## config.mk

```make
export PLATFORM = sky130hd
export DESIGN_NAME = crc_stream_engine
export DESIGN_NICKNAME = d
export VERILOG_FILES = /design/src/rtl/crc_stream_pkg.sv /design/src/rtl/crc_in_stage.sv /design/src/rtl/crc_step.sv /design/src/rtl/crc_lane.sv /design/src/rtl/crc_out_stage.sv /design/src/rtl/crc_stream_engine.sv
export SDC_FILE = /design/constraint.sdc
export NUM_CORES = 1
export LEC_CHECK = 0
export BUFFER_PORTS_ARGS = -buffer_cell sky130_fd_sc_hd__buf_2
export CORE_MARGIN = 1.5
export CORE_UTILIZATION = 62
export DETAILED_ROUTE_END_ITERATION = 10
export PLACE_DENSITY = 0.93
export SLEW_MARGIN = 40
export SYNTH_ARGS = -nofsm -noshare
export SYNTH_HDL_FRONTEND = slang
export SYNTH_HIERARCHICAL = 1
export SYNTH_SLANG_ARGS = --single-unit
```

## constraint.sdc

```tcl
create_clock -name clk -period 7.6 [get_ports clk]
set_clock_uncertainty 0.2 [all_clocks]
set_input_delay 0.76 -clock clk [delete_from_list [all_inputs] [get_ports clk]]
set_output_delay 0.76 -clock clk [all_outputs]
set_load 0.02 [all_outputs]
```

## src/rtl/crc_stream_pkg.sv

```systemverilog
package crc_stream_pkg;

   typedef enum logic [1:0] {
      ORD_PASS       = 2'd0,
      ORD_HALF_BYTES = 2'd1,
      ORD_HALVES     = 2'd2,
      ORD_FULL       = 2'd3
   } lane_order_e;

   localparam logic [1:0] INIT_KEEP = 2'b00;
   localparam logic [1:0] INIT_ZERO = 2'b01;

   typedef struct packed {
      logic        byte_mode;
      lane_order_e order;
      logic        bit_rev;
      logic        narrow;
      logic        out_rev;
      logic        out_inv;
   } crc_cfg_t;

endpackage

```

## src/rtl/crc_in_stage.sv

```systemverilog
module crc_in_stage
   import crc_stream_pkg::*;
#(
   parameter int LANE_W = 8,
   parameter int LANES  = 4
) (
   input  logic [LANE_W*LANES-1:0] word_i,
   input  lane_order_e             order_i,
   input  logic                    bit_rev_i,
   output logic [LANE_W*LANES-1:0] word_o,
   output logic [LANE_W-1:0]       byte_o
);
   localparam int WORD_W = LANE_W * LANES;

   if (LANES != 4) begin : g_bad_lanes
      $error("crc_in_stage needs exactly four lanes");
   end

   logic [LANE_W-1:0] lane_in  [LANES];
   logic [LANE_W-1:0] lane_ord [LANES];

   for (genvar g = 0; g < LANES; g++) begin : g_split
      assign lane_in[g] = word_i[g*LANE_W +: LANE_W];
   end

   // lane_ord[3] is processed first, lane_ord[0] last
   always_comb begin
      unique case (order_i)
         ORD_HALF_BYTES: begin
            lane_ord[3] = lane_in[2]; lane_ord[2] = lane_in[3];
            lane_ord[1] = lane_in[0]; lane_ord[0] = lane_in[1];
         end
         ORD_HALVES: begin
            lane_ord[3] = lane_in[1]; lane_ord[2] = lane_in[0];
            lane_ord[1] = lane_in[3]; lane_ord[0] = lane_in[2];
         end
         ORD_FULL: begin
            lane_ord[3] = lane_in[0]; lane_ord[2] = lane_in[1];
            lane_ord[1] = lane_in[2]; lane_ord[0] = lane_in[3];
         end
         default: begin
            for (int k = 0; k < LANES; k++) lane_ord[k] = lane_in[k];
         end
      endcase
   end

   logic [WORD_W-1:0] mirrored;

   for (genvar g = 0; g < LANES; g++) begin : g_lane
      for (genvar b = 0; b < LANE_W; b++) begin : g_bit
         assign mirrored[g*LANE_W + b] = lane_ord[g][LANE_W-1-b];
      end
   end

   logic [LANE_W-1:0] low_mirror;
   for (genvar b = 0; b < LANE_W; b++) begin : g_low
      assign low_mirror[b] = word_i[LANE_W-1-b];
   end

   always_comb begin
      for (int k = 0; k < LANES; k++) word_o[k*LANE_W +: LANE_W] = lane_ord[k];
      if (bit_rev_i) word_o = mirrored;
   end

   assign byte_o = bit_rev_i ? low_mirror : word_i[LANE_W-1:0];

endmodule

```

## src/rtl/crc_step.sv

```systemverilog
module crc_step #(
   parameter int           W     = 32,
   parameter logic [W-1:0] POLY  = '1,
   parameter int           NBITS = 32
) (
   input  logic [W-1:0]     state_i,
   input  logic [NBITS-1:0] data_i,
   output logic [W-1:0]     next_o
);
   if (W < 2 || NBITS < 1) begin : g_bad_size
      $error("crc_step width or bit count out of range");
   end

   always_comb begin
      logic [W-1:0] acc;
      logic         fb;
      acc = state_i;
      for (int i = NBITS - 1; i >= 0; i--) begin
         fb  = acc[W-1] ^ data_i[i];
         acc = {acc[W-2:0], 1'b0} ^ (fb ? POLY : '0);
      end
      next_o = acc;
   end

endmodule

```

## src/rtl/crc_lane.sv

```systemverilog
module crc_lane #(
   parameter int           W      = 32,
   parameter logic [W-1:0] POLY   = '1,
   parameter int           WORD_W = 32,
   parameter int           BYTE_W = 8
) (
   input  logic [W-1:0]      state_i,
   input  logic [WORD_W-1:0] word_i,
   input  logic [BYTE_W-1:0] byte_i,
   input  logic              byte_mode_i,
   output logic [W-1:0]      next_o
);
   logic [W-1:0] next_word, next_byte;

   crc_step #(.W(W), .POLY(POLY), .NBITS(WORD_W)) u_word (
      .state_i (state_i),
      .data_i  (word_i),
      .next_o  (next_word)
   );

   crc_step #(.W(W), .POLY(POLY), .NBITS(BYTE_W)) u_byte (
      .state_i (state_i),
      .data_i  (byte_i),
      .next_o  (next_byte)
   );

   assign next_o = byte_mode_i ? next_byte : next_word;

endmodule

```

## src/rtl/crc_out_stage.sv

```systemverilog
module crc_out_stage #(
   parameter int WIDE_W   = 32,
   parameter int NARROW_W = 16
) (
   input  logic [WIDE_W-1:0] state_i,
   input  logic              narrow_i,
   input  logic              out_rev_i,
   input  logic              out_inv_i,
   output logic [WIDE_W-1:0] raw_o,
   output logic [WIDE_W-1:0] post_o
);
   localparam int PAD_W = WIDE_W - NARROW_W;

   logic [WIDE_W-1:0] rev_wide, rev_narrow, mask, mirrored;

   always_comb begin
      rev_wide   = '0;
      rev_narrow = '0;
      for (int i = 0; i < WIDE_W; i++)   rev_wide[i]   = state_i[WIDE_W-1-i];
      for (int i = 0; i < NARROW_W; i++) rev_narrow[i] = state_i[NARROW_W-1-i];
   end

   always_comb begin
      if (narrow_i) begin
         raw_o    = {{PAD_W{1'b0}}, state_i[NARROW_W-1:0]};
         mask     = {{PAD_W{1'b0}}, {NARROW_W{1'b1}}};
         mirrored = rev_narrow;
      end else begin
         raw_o    = state_i;
         mask     = '1;
         mirrored = rev_wide;
      end
      post_o = (out_rev_i ? mirrored : raw_o) ^ (out_inv_i ? mask : '0);
   end

endmodule

```

## src/rtl/crc_stream_engine.sv

```systemverilog
module crc_stream_engine
   import crc_stream_pkg::*;
#(
   parameter int                  DATA_W      = 32,
   parameter int                  BYTE_W      = 8,
   parameter logic [DATA_W-1:0]   POLY_WIDE   = 32'h04C1_1DB7,
   parameter int                  NARROW_W    = 16,
   parameter logic [NARROW_W-1:0] POLY_NARROW = 16'h1021
) (
   input  logic              clk,
   input  logic              rst_n,
   input  logic              cfg_wr,
   input  logic              cfg_byte_mode,
   input  logic [1:0]        cfg_order,
   input  logic              cfg_bit_rev,
   input  logic              cfg_narrow,
   input  logic              cfg_out_rev,
   input  logic              cfg_out_inv,
   input  logic [1:0]        cfg_init,
   input  logic              seed_wr,
   input  logic [DATA_W-1:0] seed_data,
   input  logic              din_wr,
   input  logic [DATA_W-1:0] din_data,
   output logic [DATA_W-1:0] crc_raw,
   output logic [DATA_W-1:0] crc_post
);
   localparam int LANES  = DATA_W / BYTE_W;
   localparam int WIDE_W = DATA_W;
   localparam int PAD_W  = WIDE_W - NARROW_W;

   if (LANES * BYTE_W != DATA_W || LANES != 4) begin : g_bad_data_w
      $error("data width must be four byte lanes");
   end
   if (NARROW_W < BYTE_W || NARROW_W >= WIDE_W) begin : g_bad_narrow
      $error("narrow CRC width out of range");
   end

   crc_cfg_t          cfg_q;
   logic [WIDE_W-1:0] state_q, state_d;
   logic [DATA_W-1:0] word_ord;
   logic [BYTE_W-1:0] byte_sel;
   logic [WIDE_W-1:0] next_wide;
   logic [NARROW_W-1:0] next_narrow;
   logic              init_load;

   crc_in_stage #(.LANE_W(BYTE_W), .LANES(LANES)) u_in (
      .word_i    (din_data),
      .order_i   (cfg_q.order),
      .bit_rev_i (cfg_q.bit_rev),
      .word_o    (word_ord),
      .byte_o    (byte_sel)
   );

   for (genvar v = 0; v < 2; v++) begin : g_variant
      if (v == 0) begin : g_wide
         crc_lane #(.W(WIDE_W), .POLY(POLY_WIDE), .WORD_W(DATA_W), .BYTE_W(BYTE_W)) u_lane (
            .state_i     (state_q),
            .word_i      (word_ord),
            .byte_i      (byte_sel),
            .byte_mode_i (cfg_q.byte_mode),
            .next_o      (next_wide)
         );
      end else begin : g_narrow
         crc_lane #(.W(NARROW_W), .POLY(POLY_NARROW), .WORD_W(DATA_W), .BYTE_W(BYTE_W)) u_lane (
            .state_i     (state_q[NARROW_W-1:0]),
            .word_i      (word_ord),
            .byte_i      (byte_sel),
            .byte_mode_i (cfg_q.byte_mode),
            .next_o      (next_narrow)
         );
      end
   end

   assign init_load = cfg_wr && (cfg_init != INIT_KEEP);

   always_comb begin
      state_d = state_q;
      if (seed_wr)
         state_d = seed_data;
      else if (init_load)
         state_d = (cfg_init == INIT_ZERO) ? '0 : '1;
      else if (din_wr)
         state_d = cfg_q.narrow ? {{PAD_W{1'b0}}, next_narrow} : next_wide;
   end

   always_ff @(posedge clk or negedge rst_n) begin
      if (!rst_n) begin
         state_q <= '0;
         cfg_q   <= '0;
      end else begin
         state_q <= state_d;
         if (cfg_wr) begin
            cfg_q.byte_mode <= cfg_byte_mode;
            cfg_q.order     <= lane_order_e'(cfg_order);
            cfg_q.bit_rev   <= cfg_bit_rev;
            cfg_q.narrow    <= cfg_narrow;
            cfg_q.out_rev   <= cfg_out_rev;
            cfg_q.out_inv   <= cfg_out_inv;
         end
      end
   end

   crc_out_stage #(.WIDE_W(WIDE_W), .NARROW_W(NARROW_W)) u_out (
      .state_i   (state_q),
      .narrow_i  (cfg_q.narrow),
      .out_rev_i (cfg_q.out_rev),
      .out_inv_i (cfg_q.out_inv),
      .raw_o     (crc_raw),
      .post_o    (crc_post)
   );

endmodule

```

==> results of run 1 <==
kinds of logic after synthesis:
group | count (synthesis) | synth area share
and+or+nand+nor | 102 | 0.04183
muxes | 175 | 0.2241
DFF | 39 | 0.08632
buffers and inverters | 87 | 0.05755
AOI/OAI and AO/OA | 68 | 0.05157
xor gates and xnor gates | 459 | 0.5386
area by class of cell:
cell class | count | share of cell area
clock buffer | 6 | 0.01075
clock inverter | 2 | 0.003131
inverter | 20 | 0.006261
multi-input combinational | 804 | 0.8073
sequential | 39 | 0.08223
tap | 229 | 0.02390
timing repair buffer | 152 | 0.06647
per-layer routing:
metal	vias to the layer above	global-route usage
met1	3848	0.4682
met4	0	0.1579
met5	-	0
li1	3448	-
met3	102	0.08001
met2	514	0.5350
worst max-delay path by stage:
stage                                    start                       to  cells after the start
after floorplan                   din_data[27]  state_q[10]$_DFFE_PN0P_                     15
after global placement    cfg_q[3]$_DFFE_PN0P_  state_q[10]$_DFFE_PN0P_                     14
after detailed placement  cfg_q[5]$_DFFE_PN0P_  state_q[10]$_DFFE_PN0P_                     15
after CTS                 cfg_q[5]$_DFFE_PN0P_  state_q[10]$_DFFE_PN0P_                     15
after global routing      cfg_q[5]$_DFFE_PN0P_  state_q[10]$_DFFE_PN0P_                     15
final                     cfg_q[5]$_DFFE_PN0P_  state_q[10]$_DFFE_PN0P_                     15
flip-flops by register name, indices dropped and copies added (netlist names):
signal / cells
state_q: 32
cfg_q: 7
cells in the final DEF, fill, tap and decap left out, types with 2 or more instances in the layout:
cell type	synthesis	routed
xnor2_1	212	212
buf_2	13	139
xor2_1	92	92
xnor3_1	62	62
mux2_2	55	55
mux2i_1	48	48
mux2_4	40	40
nand2_1	34	34
dfrtp_1	39	33
nor2_1	32	32
mux4_1	30	30
xnor2_2	28	28
inv_1	20	20
xnor2_4	19	19
xnor3_2	17	17
xor3_1	17	17
nand3_1	16	16
a32oi_1	16	16
o31ai_1	16	16
o22a_1	16	16
nor2b_1	16	16
a21oi_2	15	15
buf_4	26	12
xor2_2	7	7
dfrtp_2	0	5
clkbuf_16	0	5
xor3_2	3	3
nor2_4	2	2
mux4_2	2	2
through the flow:
step,instances,worst slack [ns],area (um2),util,hold slack (ns)
after floorplan,930,2.013,11310,-,0.2644
after global placement,1243,1.020,11800,0.6593,0.4461
after detailed placement,1243,1.110,11810,0.6598,0.4598
after CTS,1251,1.083,11980,0.6691,0.2578
after global routing,1252,0.7859,11990,0.6698,0.2817
final,1252,1.000,11990,0.6698,0.2354
worst register-to-register path, stage by stage (launching register included):
cell     delay (ns)
dfrtp_1        0.76
buf_4          0.33
mux4_1         0.63
mux2_2         0.34
xnor2_2        0.44
xnor2_2        0.26
xnor2_2        0.34
xnor3_1        0.54
xnor2_2        0.35
xnor3_1        0.71
xnor3_2        0.52
xnor3_1        0.36
mux2_4         0.27
mux2i_1        0.14
o31ai_1        0.10
o22a_1         0.21
==> results.ini, run 1 <==
[min_path]
min_path_type=input port to async pin

[sta]
fin_setup_tns_ns=0
fin_crit_sh=0.8684
max_freq_ghz=0.1515
tightest_slew_ns=0.8454
slew-limit-headroom=0.4364
rsz0062_at_grt=false
drv_slew=0
setup_viol=0
fin_crit_ns=6.600
hold_viol_final=0

[layout]
num_antenna_cells=0
fillers=1312
syn2layout_area_growth_pct=6.053
final_net_count=1100
ff_latch_area_um2=985.9
layout-drive-gt1-share=0.3519
multi_input_area_mm2=0.009679

[synth]
yosysTopAreaCell=xnor2_1
synth.area.top_cells=xnor2_1 (16%), xnor3_1 (12%), dfrtp_1 (8.6%)
syn_area_per_cell_um2=12.16
syn-num-nets=1008
yosysSeqAreaShare=0.08632
yosys_warnings=6
ys_ff_latch=39
syn_inst=930
yosysMostFrequentCell=xnor2_1
async_reset_ff_frac=1.000
synth_common_cells=xnor2_1 (212), xor2_1 (92), xnor3_1 (62)
synth_cell_types=41
synth_edf_count=0
syn-cell-area_mm2=0.01131
ys.flop_type=dfrtp_1
synth_top_area_frac=0.1642

[cts]
cts_tree=built
cts_hold_buffers=0
cts_buffers=5
postCtsSetupBuffers=0
cts.path.max_buffers=2
clock_sinks=39
ctsRootBufferMaster=clkbuf_16
clkSlewWorstSetupHoldPaths_ns=0.07
h-tree-depth=2
cts_resized=0
insertion_delay_ns=0.30

[grt]
grt_max_degree=56
grt_overflow_total=0
grt_pass1_vias=7912
grt_pass1_wl_um=49930
grt_usage=0.3471
antenna_found_initial=0

[floorplanning]
die_x_um=138.0
die_area_mm2=0.01905
coreArea_mm2=0.01790
start_util=0.6315
rows=49
fp.dieH_um=138.0
ios=142

[critical_path]
rr_worst_depth=15
path_cells=buf_4 > mux4_1 > mux2_2 > xnor2_2 > xnor2_2 > xnor2_2 > xnor3_1 > xnor2_2 > xnor3_1 > xnor3_2 > xnor3_1 > mux2_4 > mux2i_1 > o31ai_1 > o22a_1
crit_top_cell=xnor2_2
start_kind=flip-flop
critPathKind=flip-flop to flip-flop
r2r-start=cfg_q[5]$_DFFE_PN0P_
critPathBufInv=1
arrival_ns=6.59
crit_family=XOR/XNOR gates
reg2reg_to=state_q[10]$_DFFE_PN0P_
worstPathMaxFanout=13
cp-end-kind=flip-flop
cp_slowest_cell=dfrtp_1
slowest_delay_ns=0.76
r2r_setup_slack_ns=1.00
crit_required_ns=7.59

[route]
antenna_left=0
drt-met1-wl_um=13280
drt_iter0_drc=751
first_pass_iters=5
maxUsedRoutingLayer=met4
wl_um=33320
viasPerCell=6.319
vias=7912
wl_per_cell_um=26.61
drc=0
wl_met2_um=14860
route.met3.wl_um=3445

[placed_design]
portBuffers=141
dp_hpwl_um=25850
gp_congestion=1.072

[run_status]
status=complete, no violations

[flow_run]
cap_violations=0

Power of run 1 is not shown: default switching activity piles up to over one toggle a cycle in this logic, so the estimate is an artifact.
==> inputs of run 2 (changes only) <==
MAX_ROUTING_LAYER = met4   (was unset)
==> run 2 against run 1 <==
Against the previous run: critical path depth unchanged; critical endpoint unchanged; final area up 0.21%; register-to-register slack better by 0.04 ns; first-iteration DRC count up 2.4%; global-route usage up 1.1 points.
==> results.ini, run 2 (synthesized netlist as in run 1, its figures left out) <==
[run_status]
status=complete, no violations

[cts]
cts_hold_buffers=0  ; unchanged
clkSlewWorstSetupHoldPaths_ns=0.07  ; about the same
cts_tree=built
clock_sinks=39  ; unchanged
insertion_delay_ns=0.29  ; about the same
h-tree-depth=2  ; unchanged
cts_resized=0  ; unchanged
cts.path.max_buffers=2  ; unchanged
ctsRootBufferMaster=clkbuf_16
postCtsSetupBuffers=0  ; unchanged
cts_buffers=5  ; unchanged

[sta]
slew-limit-headroom=0.4580  ; +0.02158
hold_viol_final=0  ; unchanged
setup_viol=0  ; unchanged
fin_setup_tns_ns=0  ; unchanged
rsz0062_at_grt=false
fin_crit_sh=0.8629  ; -0.005479
tightest_slew_ns=0.8131  ; -0.03237 ns
drv_slew=0  ; unchanged
fin_crit_ns=6.558  ; -0.04164 ns
max_freq_ghz=0.1525  ; +0.63%
hold-worst-slack_ns=0.2604  ; +0.02500 ns
fin_ws_ns=1.042  ; +0.04164 ns

[layout]
ff_latch_area_um2=984.7  ; -0.13%
layout_commonest_cell=xnor2_1
multi_input_area_mm2=0.009698  ; +0.19%
layout-drive-gt1-share=0.3538  ; +0.001895
largestRegisters=state_q x32, cfg_q x7
fillers=1334  ; +1.7%
final_cell_mix=xnor2_1 (212), buf_2 (139), xor2_1 (92)
largest_reg_flops=32  ; unchanged
num_antenna_cells=0  ; unchanged
top_register=state_q
syn2layout_area_growth_pct=6.275
final_net_count=1103  ; +0.27%

[critical_path]
worstPathMaxFanout=16  ; +3
cp-end-kind=flip-flop
crit_required_ns=7.58  ; about the same
start_kind=flip-flop
critPathKind=flip-flop to flip-flop
arrival_ns=6.53  ; -0.06 ns

[floorplanning]
coreArea_mm2=0.01790  ; unchanged
start_util=0.6315  ; unchanged
rows=49  ; unchanged
die_x_um=138.0  ; unchanged
fp.dieH_um=138.0  ; unchanged
ios=142  ; unchanged
die_area_mm2=0.01905  ; unchanged

[placed_design]
gp_congestion=0.9913  ; -7.5%
pre_cts_ws_ns=1.091  ; -0.01888 ns
portBuffers=141  ; unchanged
dp_hpwl_um=25510  ; -1.3%

[flow_run]
cap_violations=0  ; unchanged

[route]
viasPerCell=6.168  ; -2.4%
drc=0  ; unchanged
wl_met2_um=14940  ; +0.53%
route.met3.wl_um=2696  ; -22%
first_pass_iters=5  ; unchanged
wl_um=32780  ; -1.6%
drt-met1-wl_um=13990  ; +5.4%
vias=7741  ; -2.2%
antenna_left=0  ; unchanged
wl_per_cell_um=26.12  ; -1.8%
drt_iter0_drc=769  ; +2.4%
maxUsedRoutingLayer=met4

[grt]
grt_pass1_vias=7621  ; -3.7%
antenna_found_initial=0  ; unchanged
grt_pass1_wl_um=49760  ; -0.35%
grt_overflow_total=0  ; unchanged
grt_max_degree=57  ; +1.8%
grt_usage=0.3581  ; +0.01099

[min_path]
min_path_type=input port to async pin

-- run 2: metal layers --
layer  vias up  track usage
met5         -            -
met3        59      0.03533
met1      3807       0.5123
met2       422       0.5415
met4         0       0.1091
li1       3453            -
-- run 2: layout make-up --
type / instances / share of cell area
flip-flops and latches: 39 / 0.08195
well taps: 229 / 0.02385
inverters: 20 / 0.006248
clock inverters: 2 / 0.001354
repair buffers: 155 / 0.06790
clock buffers: 6 / 0.01156
multi-input cells: 804 / 0.8071
-- run 2: through the flow --
step / cells / util / area [um2]
after global routing: 1255 / 0.6712 / 12020
final: 1255 / 0.6712 / 12020
after CTS: 1255 / 0.6700 / 12000
after global placement: 1247 / 0.6610 / 11830
after floorplan: 930 / - / 11310
after detailed placement: 1247 / 0.6614 / 11840
-- run 2: critical path: stages, from the launching register on --
cell and delay [ns]:
dfrtp_1 0.78, buf_4 0.30, mux4_1 0.59, mux2_2 0.37, xor2_1 0.26, xnor3_2 0.54, xnor2_2 0.27, xnor3_1 0.51
xnor2_2 0.30, xnor3_1 0.70, xnor3_2 0.51, xnor3_1 0.39, mux2_4 0.28, mux2i_1 0.14, o31ai_1 0.08, o22a_1 0.20
-- run 2: path summary, 6_finish.rpt --
path / to / slack [ns] / from / cells after the start
setup / recovery: state_q[10]$_DFFE_PN0P_ / 1.04 / cfg_q[5]$_DFFE_PN0P_ / 15
hold / removal: state_q[8]$_DFFE_PN0P_ / 0.26 / rst_n / 1
setup reg to reg: state_q[10]$_DFFE_PN0P_ / 1.04 / cfg_q[5]$_DFFE_PN0P_ / 15
hold reg to reg: cfg_q[3]$_DFFE_PN0P_ / 0.31 / cfg_q[3]$_DFFE_PN0P_ / 1
max in group asynchronous: cfg_q[6]$_DFFE_PN0P_ / 6.52 / rst_n / 1
min in group clk: cfg_q[3]$_DFFE_PN0P_ / 0.31 / cfg_q[3]$_DFFE_PN0P_ / 1
Power of run 2 is left out for the same reason.
